==> config.mk <==
export PLATFORM = sky130hd
export DESIGN_NAME = bus_strobe_seq
export DESIGN_NICKNAME = d
export VERILOG_FILES = /design/src/rtl/bss_pkg.sv /design/src/rtl/bss_rst_qual.sv /design/src/rtl/bss_strobe_gen.sv /design/src/rtl/bus_strobe_seq.sv
export SDC_FILE = /design/constraint.sdc
export NUM_CORES = 1
export LEC_CHECK = 0
export ABC_AREA = 0
export BUFFER_PORTS_ARGS = -buffer_cell sky130_fd_sc_hd__buf_2
export CORE_MARGIN = 2
export CORE_UTILIZATION = 41
export CTS_CLUSTER_SIZE = 8
export DETAILED_ROUTE_END_ITERATION = 12
export GPL_TIMING_DRIVEN = 1
export PLACE_DENSITY = 0.8
export SYNTH_ARGS = -nofsm -noshare
export SYNTH_HDL_FRONTEND = slang
export SYNTH_SLANG_ARGS = --single-unit
==> constraint.sdc <==
create_clock -name clk -period 1.65 [get_ports clk]
set_input_delay 0.0825 -clock clk [delete_from_list [all_inputs] [get_ports clk]]
set_output_delay 0.0825 -clock clk [all_outputs]
set_load 0.01 [all_outputs]
==> src/rtl/bss_pkg.sv <==
package bss_pkg;
    localparam int DW      = 8;
    localparam int PW      = 4;
    localparam int PH_N    = 12;
    localparam int HOLD_CK = 2 * PH_N;

    typedef struct packed {
        logic          ale;
        logic          psen_n;
        logic [DW-1:0] ad_out;
        logic          ad_oe;
        logic [DW-1:0] a_hi;
        logic [DW-1:0] rdata;
        logic          rdv;
    } bus_st_t;
endpackage

==> src/rtl/bss_rst_qual.sv <==
module bss_rst_qual #(
    parameter int HOLD = 24
) (
    input  logic clk,
    input  logic rst_pin,
    output logic sys_rst
);
    localparam int CW = $clog2(HOLD + 1);
    localparam logic [CW-1:0] CMAX = CW'(HOLD);

    logic [CW-1:0] cnt_d, cnt_q;

    always_comb begin
        if (!rst_pin)          cnt_d = '0;
        else if (cnt_q == CMAX) cnt_d = cnt_q;
        else                   cnt_d = cnt_q + 1'b1;
    end

    always_ff @(posedge clk) cnt_q <= cnt_d;

    assign sys_rst = (cnt_q == CMAX);
endmodule

==> src/rtl/bss_strobe_gen.sv <==
module bss_strobe_gen #(
    parameter int PW = 4
) (
    input  logic [PW-1:0] phase,
    input  logic          code_ext,
    input  logic          xdata_req,
    input  logic          movc_req,
    input  logic          ale_off,
    input  logic          ext_exec,
    output logic          ale_win,
    output logic          psen_win,
    output logic          addr_win,
    output logic          data_win,
    output logic          sample_pt
);
    logic first_half_addr, second_half_addr, read_half, ale_slot, ale_gate;

    always_comb begin
        first_half_addr  = (phase <= PW'(2));
        second_half_addr = (phase >= PW'(6)) && (phase <= PW'(8));
        read_half        = ((phase >= PW'(3)) && (phase <= PW'(5))) ||
                           ((phase >= PW'(9)) && (phase <= PW'(11)));
        ale_slot         = (phase <= PW'(1)) ||
                           (!xdata_req && (phase == PW'(6) || phase == PW'(7)));
        ale_gate         = !ale_off || ext_exec || xdata_req || movc_req;

        ale_win   = ale_slot && ale_gate;
        psen_win  = code_ext && !xdata_req && read_half;
        addr_win  = first_half_addr || (!xdata_req && code_ext && second_half_addr);
        data_win  = xdata_req && (phase >= PW'(3)) && (phase <= PW'(11));
        sample_pt = xdata_req && (phase == PW'(11));
    end
endmodule

==> src/rtl/bus_strobe_seq.sv <==
module bus_strobe_seq
    import bss_pkg::*;
(
    input  logic          clk,
    input  logic          rst_pin,
    input  logic [PW-1:0] phase,
    input  logic          code_ext,
    input  logic          xdata_req,
    input  logic          xdata_wide,
    input  logic          xdata_wr,
    input  logic          movc_req,
    input  logic          ale_off,
    input  logic          ext_exec,
    input  logic [DW-1:0] addr_lo,
    input  logic [DW-1:0] addr_hi,
    input  logic [DW-1:0] p2_latch,
    input  logic [DW-1:0] wdata,
    input  logic [DW-1:0] bus_in,
    output logic          ale,
    output logic          psen_n,
    output logic [DW-1:0] ad_out,
    output logic          ad_oe,
    output logic [DW-1:0] a_hi,
    output logic [DW-1:0] rdata,
    output logic          rdata_vld,
    output logic          sys_rst
);
    bus_st_t st_d, st_q;
    logic ale_win, psen_win, addr_win, data_win, sample_pt;

    bss_rst_qual #(.HOLD(HOLD_CK)) i_rq (
        .clk     (clk),
        .rst_pin (rst_pin),
        .sys_rst (sys_rst)
    );

    bss_strobe_gen #(.PW(PW)) i_sg (
        .phase     (phase),
        .code_ext  (code_ext),
        .xdata_req (xdata_req),
        .movc_req  (movc_req),
        .ale_off   (ale_off),
        .ext_exec  (ext_exec),
        .ale_win   (ale_win),
        .psen_win  (psen_win),
        .addr_win  (addr_win),
        .data_win  (data_win),
        .sample_pt (sample_pt)
    );

    always_comb begin
        st_d        = st_q;
        st_d.ale    = ale_win;
        st_d.psen_n = !psen_win;
        st_d.rdv    = 1'b0;
        st_d.ad_oe  = 1'b0;
        st_d.ad_out = '0;
        if ((xdata_req || code_ext) && addr_win) begin
            st_d.ad_oe  = 1'b1;
            st_d.ad_out = addr_lo;
        end else if (data_win && xdata_wr) begin
            st_d.ad_oe  = 1'b1;
            st_d.ad_out = wdata;
        end
        if (xdata_req)      st_d.a_hi = xdata_wide ? addr_hi : p2_latch;
        else if (code_ext)  st_d.a_hi = addr_hi;
        else                st_d.a_hi = p2_latch;
        if (sample_pt && !xdata_wr) begin
            st_d.rdata = bus_in;
            st_d.rdv   = 1'b1;
        end
        if (sys_rst) begin
            st_d.ale    = 1'b0;
            st_d.psen_n = 1'b1;
            st_d.ad_oe  = 1'b0;
            st_d.ad_out = '0;
            st_d.rdata  = '0;
            st_d.rdv    = 1'b0;
        end
    end

    always_ff @(posedge clk) st_q <= st_d;

    assign ale       = st_q.ale;
    assign psen_n    = st_q.psen_n;
    assign ad_out    = st_q.ad_out;
    assign ad_oe     = st_q.ad_oe;
    assign a_hi      = st_q.a_hi;
    assign rdata     = st_q.rdata;
    assign rdata_vld = st_q.rdv;
endmodule

==> impl_results.md, run 1 <==
- Run status: completed
- Core Area: between 3000 and 4000 µm²
- Min Tclk post-route: 1560 ps
- Worst path max stage delay: slightly above 400 ps
- Total grt overflow: 0
- Placed cells: 252
- Critical path's slowest cell: and4b_4
- WP data required: 1570 ps
- Count leader, synth: dfxtp_1
- CP Class: reg2out
- CP max FO: 19
- Tightest Pin Transition: between 500 and 600 ps
- Cell area after layout: ~2200 µm²
- Synth Area per Inst: between 9 and 10 µm²
- RePlAce Congestion: 0.804
- Post-DRT Antenna Nets: 0
- Worst Path Arrival: 1480 ps
- CP Capture Type: output port
- Num CTS Buffers: 5
- Fin nets: between 300 and 400
- Pre-Repair DR Iteration Count: 4
- Vias per Instance: around 4.6
- WL/cell: between 10 and 15 µm
- Area of the mapped netlist: ~1300 µm²
- First-pass GRT wire length: between 5000 and 6000 µm
- CTS tree: built
- Power Dens Cells: about 800 nW/µm²
- Unrepaired setup endpoints after global routing: false
- Tightest Hold Check Type: in2reg
- Htree depth: 2
- Synth warnings: 0
- 1st-iter DRT viols: a little under 50
- # fillers: 242
- Core Util, Final: 0.724
- Yosys top cell area share: 0.505
- HPWL after DPL: approximately 2200 µm
- Top post-synthesis cells by area: dfxtp_1, mux2i_1, mux2_2
- Highest Clock Rate: 641 MHz
- N_diodes: 0
- Initial core utilization: 0.428
- Clk buf depth: 2
- Distinct cell type count of the synthesized netlist: 30
- R2R Setup Slk: between 300 and 400 ps
- Crit path cell chain: inv_1, ha_1, and4b_4, buf_2
- Main synth FF type: dfxtp_1
- Slew headroom: 0.605
- Setup Buffers After CTS: 0
- Number of global-route vias before repair: 1391
- Clk_skew: a little over 7 ps
- Vias: 1398
- Final hold vios: 0
- Synthesized Nets: 188
- Largest net degree at the start of global routing: 20
- Final WL: 3930 µm
- Post-synthesis cell count: approximately 130
- Final worst slack: approximately 90 ps
- Place WS: between 40 and 50 ps
- Post-synth top area cell: dfxtp_1
- Reg area: ~660 µm²
- Synth async-reset ratio: 0
- Sequential fraction of the synthesis area: 0.505
- Finished Layout Cells: ~300
- Clock Sinks: 33
- Die span in y: just over 60 µm
- Leading cell types by count after synthesis: dfxtp_1, nor2_1, nand2_1
- Worst VDD drop: ~430 µV
- Total GRT Usage: 0.219
- Setup_tns: 0 ps
- Setup violators final: 0
- Layout area overhead: 69.1%
- Die width: 60.5 µm
- Num rows: 20
- CP Launch Type: flip-flop
- EDFF count, synth: 0
- Yosys reg bits: 33
- LEAKAGE: roughly 0.0011 µW
- Die area: about 3700 µm²
- Port bufs: 81
- Worst-path clk slew: around 100 ps
- Multi-input logic area: 602 µm²
- Worst skew pair latency: around 330 ps
- Placed Area: ~1700 µm²
- Crit share post-route: 0.945
- Max-slew violation count: 0
- Root Buffer: clkbuf_4
- Drt drc: 0
- Layout cells sized above 1: 0.409
- I/O pins: slightly above 80
- Antenna violations before repair: 0
- Max cap viols: 0
power breakdown:
group	switching (µW)	total, µW	internal (µW)
clock network	282	442	161
registers	33.0	913	880
logic	176	411	235
total	491	1770	1280
worst paths after layout:
path	from	to	cells after the start
min reg2reg	rdata[5]$_SDFFE_PP0P_	rdata[5]$_SDFFE_PP0P_	2
min	phase[3]	ale$_SDFF_PP0_	2
max	i_rq.cnt_q[1]$_SDFFE_PN0N_	sys_rst	4
max reg2reg	i_rq.cnt_q[1]$_SDFFE_PN0N_	i_rq.cnt_q[1]$_SDFFE_PN0N_	5
metrics by stage:
step	power, µW	hold WS [ps]
after floorplan	1090	196
after global placement	1240	309
after detailed placement	1250	312
after CTS	1770	42.1
after global routing	1860	50.8
final	1770	56.9
metal layers:
metal  track usage  vias up  wire (µm)
met2         0.416       67       2100
li1              -      696          -
met5             0        -          0
met1         0.213      626       1480
met3        0.0661        9        259
met4         0.112        0         87
sequential cells by signal, indices dropped and copies added, names as in the netlist:
name	count
a_hi	8
ad_out	8
rdata	8
i_rq.cnt_q	5
ad_oe	1
ale	1
psen_n	1
rdata_vld	1
placed cells by master (no fill, tap or decap), types with 2 or more instances in the layout:
master	count
inv_1	2
dlygate4sd3_1	41
nor2_1	15
ha_1	2
mux2_2	8
a21oi_1	8
buf_4	2
nor2b_1	2
buf_2	81
o21ai_0	12
and2_1	3
mux2i_1	9
nand2_1	13
dfxtp_1	33
clkbuf_4	5
xnor2_1	3
clkinv_2	2
nand3_1	2
final cells by class:
cell class | instances | area share
repair buffers | 124 | 0.376
multi-input cells | 90 | 0.272
inverters | 2 | 0.00340
clock inverters | 3 | 0.00792
clock buffers | 5 | 0.0170
well taps | 44 | 0.0249
flip-flops and latches | 33 | 0.299
critical path, delay by kind of cell (launching register included):
kind | cells | cell delay (ps)
and+or+nand+nor | 1 | 410
DFF | 1 | 350
buffers and inverters | 2 | 260
adders and majority gates | 1 | 130
cell families after synthesis:
group                      after synthesis  synth area share
DFF                                     33             0.505
xor gates and xnor gates                 4            0.0268
muxes                                   17             0.138
adders and majority gates                2            0.0191
and+or+nand+nor                         44             0.175
buffers and inverters                   10            0.0373
AOI/OAI and AO/OA                       23            0.0986
what timing repair did:
| action | in CTS | in global routing |
|---|---|---|
| hold buffers | 41 | 0 |
| resized for setup | 2 | 0 |
| setup endpoints to repair | 1 | 0 |
| endpoints found under the hold margin | 27 | 0 |
(Power assumes the default switching activity.)
==> inputs of run 2 (changes only) <==
- BUFFER_PORTS_ARGS: -buffer_cell sky130_fd_sc_hd__buf_2 -> -buffer_cell sky130_fd_sc_hd__buf_4
==> run 2 against run 1 <==
  * Critical path depth is 1 higher
  * Die area did not move
  * Via count increased by 2.1%
  * Global-route usage decreased by 0.13 points
  * Critical endpoint unchanged
==> impl_results.md, run 2 (synthesis gave the netlist of run 1 again) <==
- Critical path's slowest cell: dfxtp_4 (was and4b_4)
- Final WL: 3960 µm (was 3930 µm)
- Die span in y: 60.5 µm (unchanged)
- Power Dens Cells: 886 nW/µm² (was 799 nW/µm²)
- Htree depth: 2 (unchanged)
- Total grt overflow: 0 (unchanged)
- LEAKAGE: 0.00116 µW (was 0.00110 µW)
- Finished Layout Cells: 295 (was 301)
- R2R Setup Slk: 270 ps (was 330 ps)
- Worst Hold Launch: addr_lo[2] (was phase[3])
- Most frequent cells in the layout: buf_4, dlygate4sd3_1, dfxtp_1, nor2_1, nand2_1 (was buf_2, dlygate4sd3_1, dfxtp_1, nor2_1, nand2_1)
- Fin nets: 305 (was 311)
- Max cap viols: 0 (unchanged)
- WL/cell: 13.4 µm (was 13.0 µm)
- RePlAce Congestion: 0.712 (was 0.804)
- Global-route layer with the greatest usage: met2 (unchanged)
- Run status: completed (unchanged)
- Crit share post-route: 0.956 (was 0.945)
- Highest Clock Rate: 634 MHz (was 641 MHz)
- Vias: 1427 (was 1398)
- Layout cells sized above 1: 0.430 (was 0.409)
- CP Class: reg2out (unchanged)
- N_diodes: 0 (unchanged)
- Total GRT Usage: 0.218 (was 0.219)
- Clock Sinks: 33 (unchanged)
- Worst VDD drop: 586 µV (was 429 µV)
- Tightest Hold Check Type: in2reg (unchanged)
- Most common cell after layout, fill and taps aside: buf_4 (was buf_2)
- Drt drc: 0 (unchanged)
- Number of global-route vias before repair: 1388 (was 1391)
- Root Buffer: clkbuf_4 (unchanged)
- Min Tclk post-route: 1580 ps (was 1560 ps)
- Clk buf depth: 2 (unchanged)
- Worst-path clk slew: 100 ps (about the same)
- Post-DRT Antenna Nets: 0 (unchanged)
- Max-slew violation count: 0 (unchanged)
- WHS Path Cells: 3 (was 2)
- Die width: 60.5 µm (unchanged)
- Largest net degree at the start of global routing: 21 (was 20)
- Sink of the worst hold path: ad_out[2]$_SDFF_PP0_ (was ale$_SDFF_PP0_)
- Vias per Instance: 4.84 (was 4.64)
- Reg2reg end: i_rq.cnt_q[0]$_SDFFE_PN0N_ (was i_rq.cnt_q[1]$_SDFFE_PN0N_)
- M2 GR Usage: 0.413 (was 0.416)
- Num CTS Buffers: 5 (unchanged)
- Worst path max stage delay: 370 ps (was 410 ps)
- Port bufs: 81 (unchanged)
- M1 GR Usage: 0.208 (was 0.213)
- Worst reg2reg path depth: 6 (was 5)
- Worst skew pair latency: 330 ps (about the same)
- Pre-Repair DR Iteration Count: 4 (unchanged)
- Layout area overhead: 84.2% (was 69.1%)
- Unrepaired setup endpoints after global routing: false (unchanged)
- Antenna violations before repair: 0 (unchanged)
- Met3 usage: 0.0725 (was 0.0661)
- CP max FO: 20 (was 19)
- Setup violators final: 0 (unchanged)
- First-pass GRT wire length: 5760 µm (was 5730 µm)
- WP data required: 1570 ps (about the same)
- HPWL after DPL: 2490 µm (was 2240 µm)
- Setup_tns: 0 ps (unchanged)
- Final hold vios: 0 (unchanged)
- Worst hold slack: 18.0 ps (was 56.9 ps)
- I/O pins: 82 (unchanged)
- Initial core utilization: 0.428 (unchanged)
- Worst Path Arrival: 1490 ps (was 1480 ps)
- FF-to-FF Start: i_rq.cnt_q[1]$_SDFFE_PN0N_ (unchanged)
- Slew headroom: 0.581 (was 0.605)
- Core Util, Final: 0.789 (was 0.724)
- Placed cells: 251 (was 252)
- CTS tree: built (unchanged)
- Tightest Pin Transition: 628 ps (was 592 ps)
- Num rows: 20 (unchanged)
- Crit path cell chain: inv_1, ha_1, and4b_2, buf_8, buf_4 (was inv_1, ha_1, and4b_4, buf_2)
- CP Capture Type: output port (unchanged)
- Clk_skew: 3.13 ps (was 7.11 ps)
- Core Area: 3050 µm² (unchanged)
- 1st-iter DRT viols: 63 (was 49)
- Die area: 3660 µm² (unchanged)
- CP Launch Type: flip-flop (unchanged)
## run 2: cell count changes in the layout (fill, tap and decap cells not counted), moves of 2 or more
cell / previous run / this run
buf_2: 81 / 0
buf_4: 2 / 83
dlygate4sd3_1: 41 / 34
bufinv_16: 0 / 2
dfxtp_1: 33 / 31
## run 2: critical path: cells and delay by family, from the launching register on
| kind | cells | cell delay, ps |
|---|---|---|
| adder cells (fa/ha/maj) | 1 | 170 |
| buffers and inverters | 3 | 360 |
| AND/OR/NAND/NOR | 1 | 270 |
| flip-flops | 1 | 370 |
## run 2: repair_timing
| item | 4_1_cts | 5_1_grt |
|---|---|---|
| endpoints found under the hold margin | 25 | 4 |
| setup endpoints to repair | 1 | 1 |
| setup buffers | 1 | 1 |
| hold buffers | 30 | 4 |
| resized for setup | 4 | 2 |
| pin swaps | 0 | 0 |
| cloned | 0 | 0 |
## run 2: cell type report
| type | count | area, µm² |
|---|---|---|
| inverters | 2 | 7.51 |
| repair buffers | 118 | 978 |
| clock inverters | 3 | 65.1 |
| well taps | 44 | 55.1 |
| multi-input cells | 90 | 599 |
| clock buffers | 5 | 37.5 |
| fillers | 215 | 644 |
| flip-flops and latches | 33 | 666 |
## run 2: report_power, final
part	total [µW]	switching, µW	leakage, µW	internal (µW)
registers	919	37.6	0.000275	881
clock network	740	271	0.0000552	469
logic	474	176	0.000829	297
## run 2: worst max path at each step
stage                               startpoint                 to
floorplan           i_rq.cnt_q[0]$_SDFFE_PN0N_   ad_oe$_SDFF_PP0_
global placement    i_rq.cnt_q[0]$_SDFFE_PN0N_  psen_n$_SDFF_PP1_
detailed placement  i_rq.cnt_q[0]$_SDFFE_PN0N_  psen_n$_SDFF_PP1_
CTS                 i_rq.cnt_q[1]$_SDFFE_PN0N_            sys_rst
global route        i_rq.cnt_q[1]$_SDFFE_PN0N_            sys_rst
finish              i_rq.cnt_q[1]$_SDFFE_PN0N_            sys_rst
## run 2: per-layer routing
metal / up-vias / wire (µm)
li1: 689 / -
met1: 655 / 1380
met2: 74 / 2180
met3: 9 / 303
met4: 0 / 99
met5: - / 0
## run 2: stage by stage
stage / power (µW) / instance area [µm²] / setup slack (ps)
after floorplan: 1090 / 1310 / 218
after global placement: 1310 / 1940 / 268
after detailed placement: 1330 / 1940 / 213
after CTS: 2130 / 2350 / 23.7
after global routing: 2240 / 2410 / 2.92
final: 2130 / 2410 / 73.0
==> inputs of run 3 (changes only) <==
- HOLD_SLACK_MARGIN: unset -> 0.08
==> run 3 against run 2 <==
  * Register-to-register slack is essentially flat
  * Critical path depth is the same
  * Die area is the same
  * Power grew 2.0%
  * Critical path type unchanged
  * Largest power group unchanged
==> impl_results.md, run 3 (synthesis gave the netlist of run 1 again) <==
- Multi-input logic area: 599 µm² (unchanged)
- Unrepaired setup endpoints after global routing: false (unchanged)
- Most frequent cells in the layout: buf_4, dlygate4sd3_1, dfxtp_1, nor2_1, nand2_1 (unchanged)
- Core Area: 3050 µm² (unchanged)
- Tightest Hold Check Type: in2reg (unchanged)
- CTS tree: built (unchanged)
- CP top delay family: flip-flops (unchanged)
- Worst reg2reg path depth: 6 (unchanged)
- Finished Layout Cells: 308 (was 295)
- Crit share post-route: 0.961 (was 0.956)
- Placed cells: 251 (unchanged)
- Drt drc: 0 (unchanged)
- CP Capture Type: output port (unchanged)
- Die width: 60.5 µm (unchanged)
- Place WS: 213 ps (unchanged)
- Most common cell after layout, fill and taps aside: buf_4 (unchanged)
- LEAKAGE: 0.00122 µW (was 0.00116 µW)
- Setup violators final: 0 (unchanged)
- Worst path max stage delay: 370 ps (about the same)
- CP Class: reg2out (unchanged)
- Htree depth: 2 (unchanged)
- R2R Setup Slk: 260 ps (was 270 ps)
- Largest net degree at the start of global routing: 21 (unchanged)
- Slew headroom: 0.594 (was 0.581)
- Setup_tns: 0 ps (unchanged)
- Num rows: 20 (unchanged)
- Number of global-route vias before repair: 1512 (was 1388)
- Final hold vios: 0 (unchanged)
- First-pass GRT wire length: 6340 µm (was 5760 µm)
- Root Buffer: clkbuf_4 (unchanged)
- Max cap viols: 0 (unchanged)
- Layout cells sized above 1: 0.409 (was 0.430)
- Layout area overhead: 94.2% (was 84.2%)
- Antenna violations before repair: 0 (unchanged)
- Max-slew violation count: 0 (unchanged)
- Final worst slack: 65.1 ps (was 73.0 ps)
- Clk buf depth: 2 (unchanged)
- Highest Clock Rate: 631 MHz (was 634 MHz)
- Worst-path clk slew: 100 ps (about the same)
- Post-DRT Antenna Nets: 0 (unchanged)
- Fin nets: 318 (was 305)
- Vias: 1493 (was 1427)
- Crit path cell chain: inv_1, ha_1, and4b_2, buf_8, buf_4 (unchanged)
- Die span in y: 60.5 µm (unchanged)
- Initial core utilization: 0.428 (unchanged)
- Port bufs: 81 (unchanged)
- Critical path's slowest cell: dfxtp_4 (unchanged)
- Launch point of the worst path: i_rq.cnt_q[1]$_SDFFE_PN0N_ (unchanged)
- Total grt overflow: 0 (unchanged)
- CP max FO: 20 (unchanged)
- Min Tclk post-route: 1580 ps (about the same)
- Cell area after layout: 2540 µm² (was 2410 µm²)
- Placed Area: 1940 µm² (unchanged)
- Power Dens Cells: 857 nW/µm² (was 886 nW/µm²)
- RePlAce Congestion: 0.712 (unchanged)
- N_diodes: 0 (unchanged)
- Worst Path Arrival: 1500 ps (was 1490 ps)
- Total GRT Usage: 0.242 (was 0.218)
- Worst VDD drop: 567 µV (was 586 µV)
- Crit path buf inv count: 3 (unchanged)
- Reg area: 666 µm² (unchanged)
- Vias per Instance: 4.85 (was 4.84)
- # fillers: 194 (was 215)
- Num CTS Buffers: 5 (unchanged)
- CP endpoint: sys_rst (unchanged)
- Reg2reg end: i_rq.cnt_q[0]$_SDFFE_PN0N_ (unchanged)
- WL/cell: 13.8 µm (was 13.4 µm)
- Worst skew pair latency: 340 ps (was 330 ps)
- Pre-Repair DR Iteration Count: 5 (was 4)
- Die area: 3660 µm² (unchanged)
- 1st-iter DRT viols: 47 (was 63)
- Final WL: 4260 µm (was 3960 µm)
- Clock Sinks: 33 (unchanged)
- I/O pins: 82 (unchanged)
- Clk_skew: 10.7 ps (was 3.13 ps)
- Run status: completed (unchanged)
- Stages on worst setup path: 5 (unchanged)
- FF-to-FF Start: i_rq.cnt_q[1]$_SDFFE_PN0N_ (unchanged)
- Tightest Pin Transition: 608 ps (was 628 ps)
- HPWL after DPL: 2490 µm (unchanged)
- WP data required: 1570 ps (about the same)
- CP Launch Type: flip-flop (unchanged)
==> run 3: changes by cell type in the layout (fill, tap and decap cells not counted) <==
| cell | delta |
|---|---|
| dlygate4sd3_1 | +13 |
==> run 3: how the worst min path moves through the flow <==
stage                      startpoint                          to  slack, ps  cells past startpoint
after global placement     addr_hi[4]             a_hi[4]$_DFF_P_        310                      2
final                        phase[2]              ale$_SDFF_PP0_        100                      4
after floorplan               rst_pin  i_rq.cnt_q[2]$_SDFFE_PN0N_        200                      2
after detailed placement  p2_latch[5]             a_hi[5]$_DFF_P_        310                      2
after CTS                    phase[2]              ale$_SDFF_PP0_         90                      4
after global routing         phase[2]              ale$_SDFF_PP0_        120                      4
==> run 3: worst register-to-register path, delay by kind of cell, from the launching register on <==
kind          cells  cell delay [ps]
xor+xnor          1              120
fa+ha+maj         1              170
buf+inv           2              210
flops             1              370
simple gates      2              430
==> run 3: metrics by stage <==
stage	util	hold slack [ps]	total power, µW
2_1_floorplan	-	196	1090
3_3_place_gp	0.634	309	1310
3_5_place_dp	0.634	313	1330
4_1_cts	0.827	89.0	2170
5_1_grt	0.832	121	2280
6_report	0.832	100	2180
==> run 3: per-layer routing <==
layer	global-route usage	up-vias	wire length (µm)
met5	0	-	0
met4	0.127	0	129
met3	0.0789	12	321
met2	0.474	72	2370
met1	0.216	695	1440
li1	-	714	-
==> run 3: layout make-up <==
| cell class | instances | area share |
|---|---|---|
| sequential | 33 | 0.262 |
| clock buffer | 5 | 0.0148 |
| clock inverter | 3 | 0.0256 |
| multi-input combinational | 90 | 0.236 |
| inverter | 2 | 0.00296 |
| timing repair buffer | 131 | 0.437 |
| tap | 44 | 0.0217 |
==> run 3: repair_timing <==
item / in CTS / in global routing
buffers inserted: 1 / 1
resized for setup: 4 / 2
hold buffers: 47 / 0
hold endpoints to repair: 31 / 0
setup endpoints to repair: 1 / 1
==> run 3: where the power goes <==
part           internal, µW  switching [µW]
combinational           317             186
sequential              881            39.0
clock                   469             283
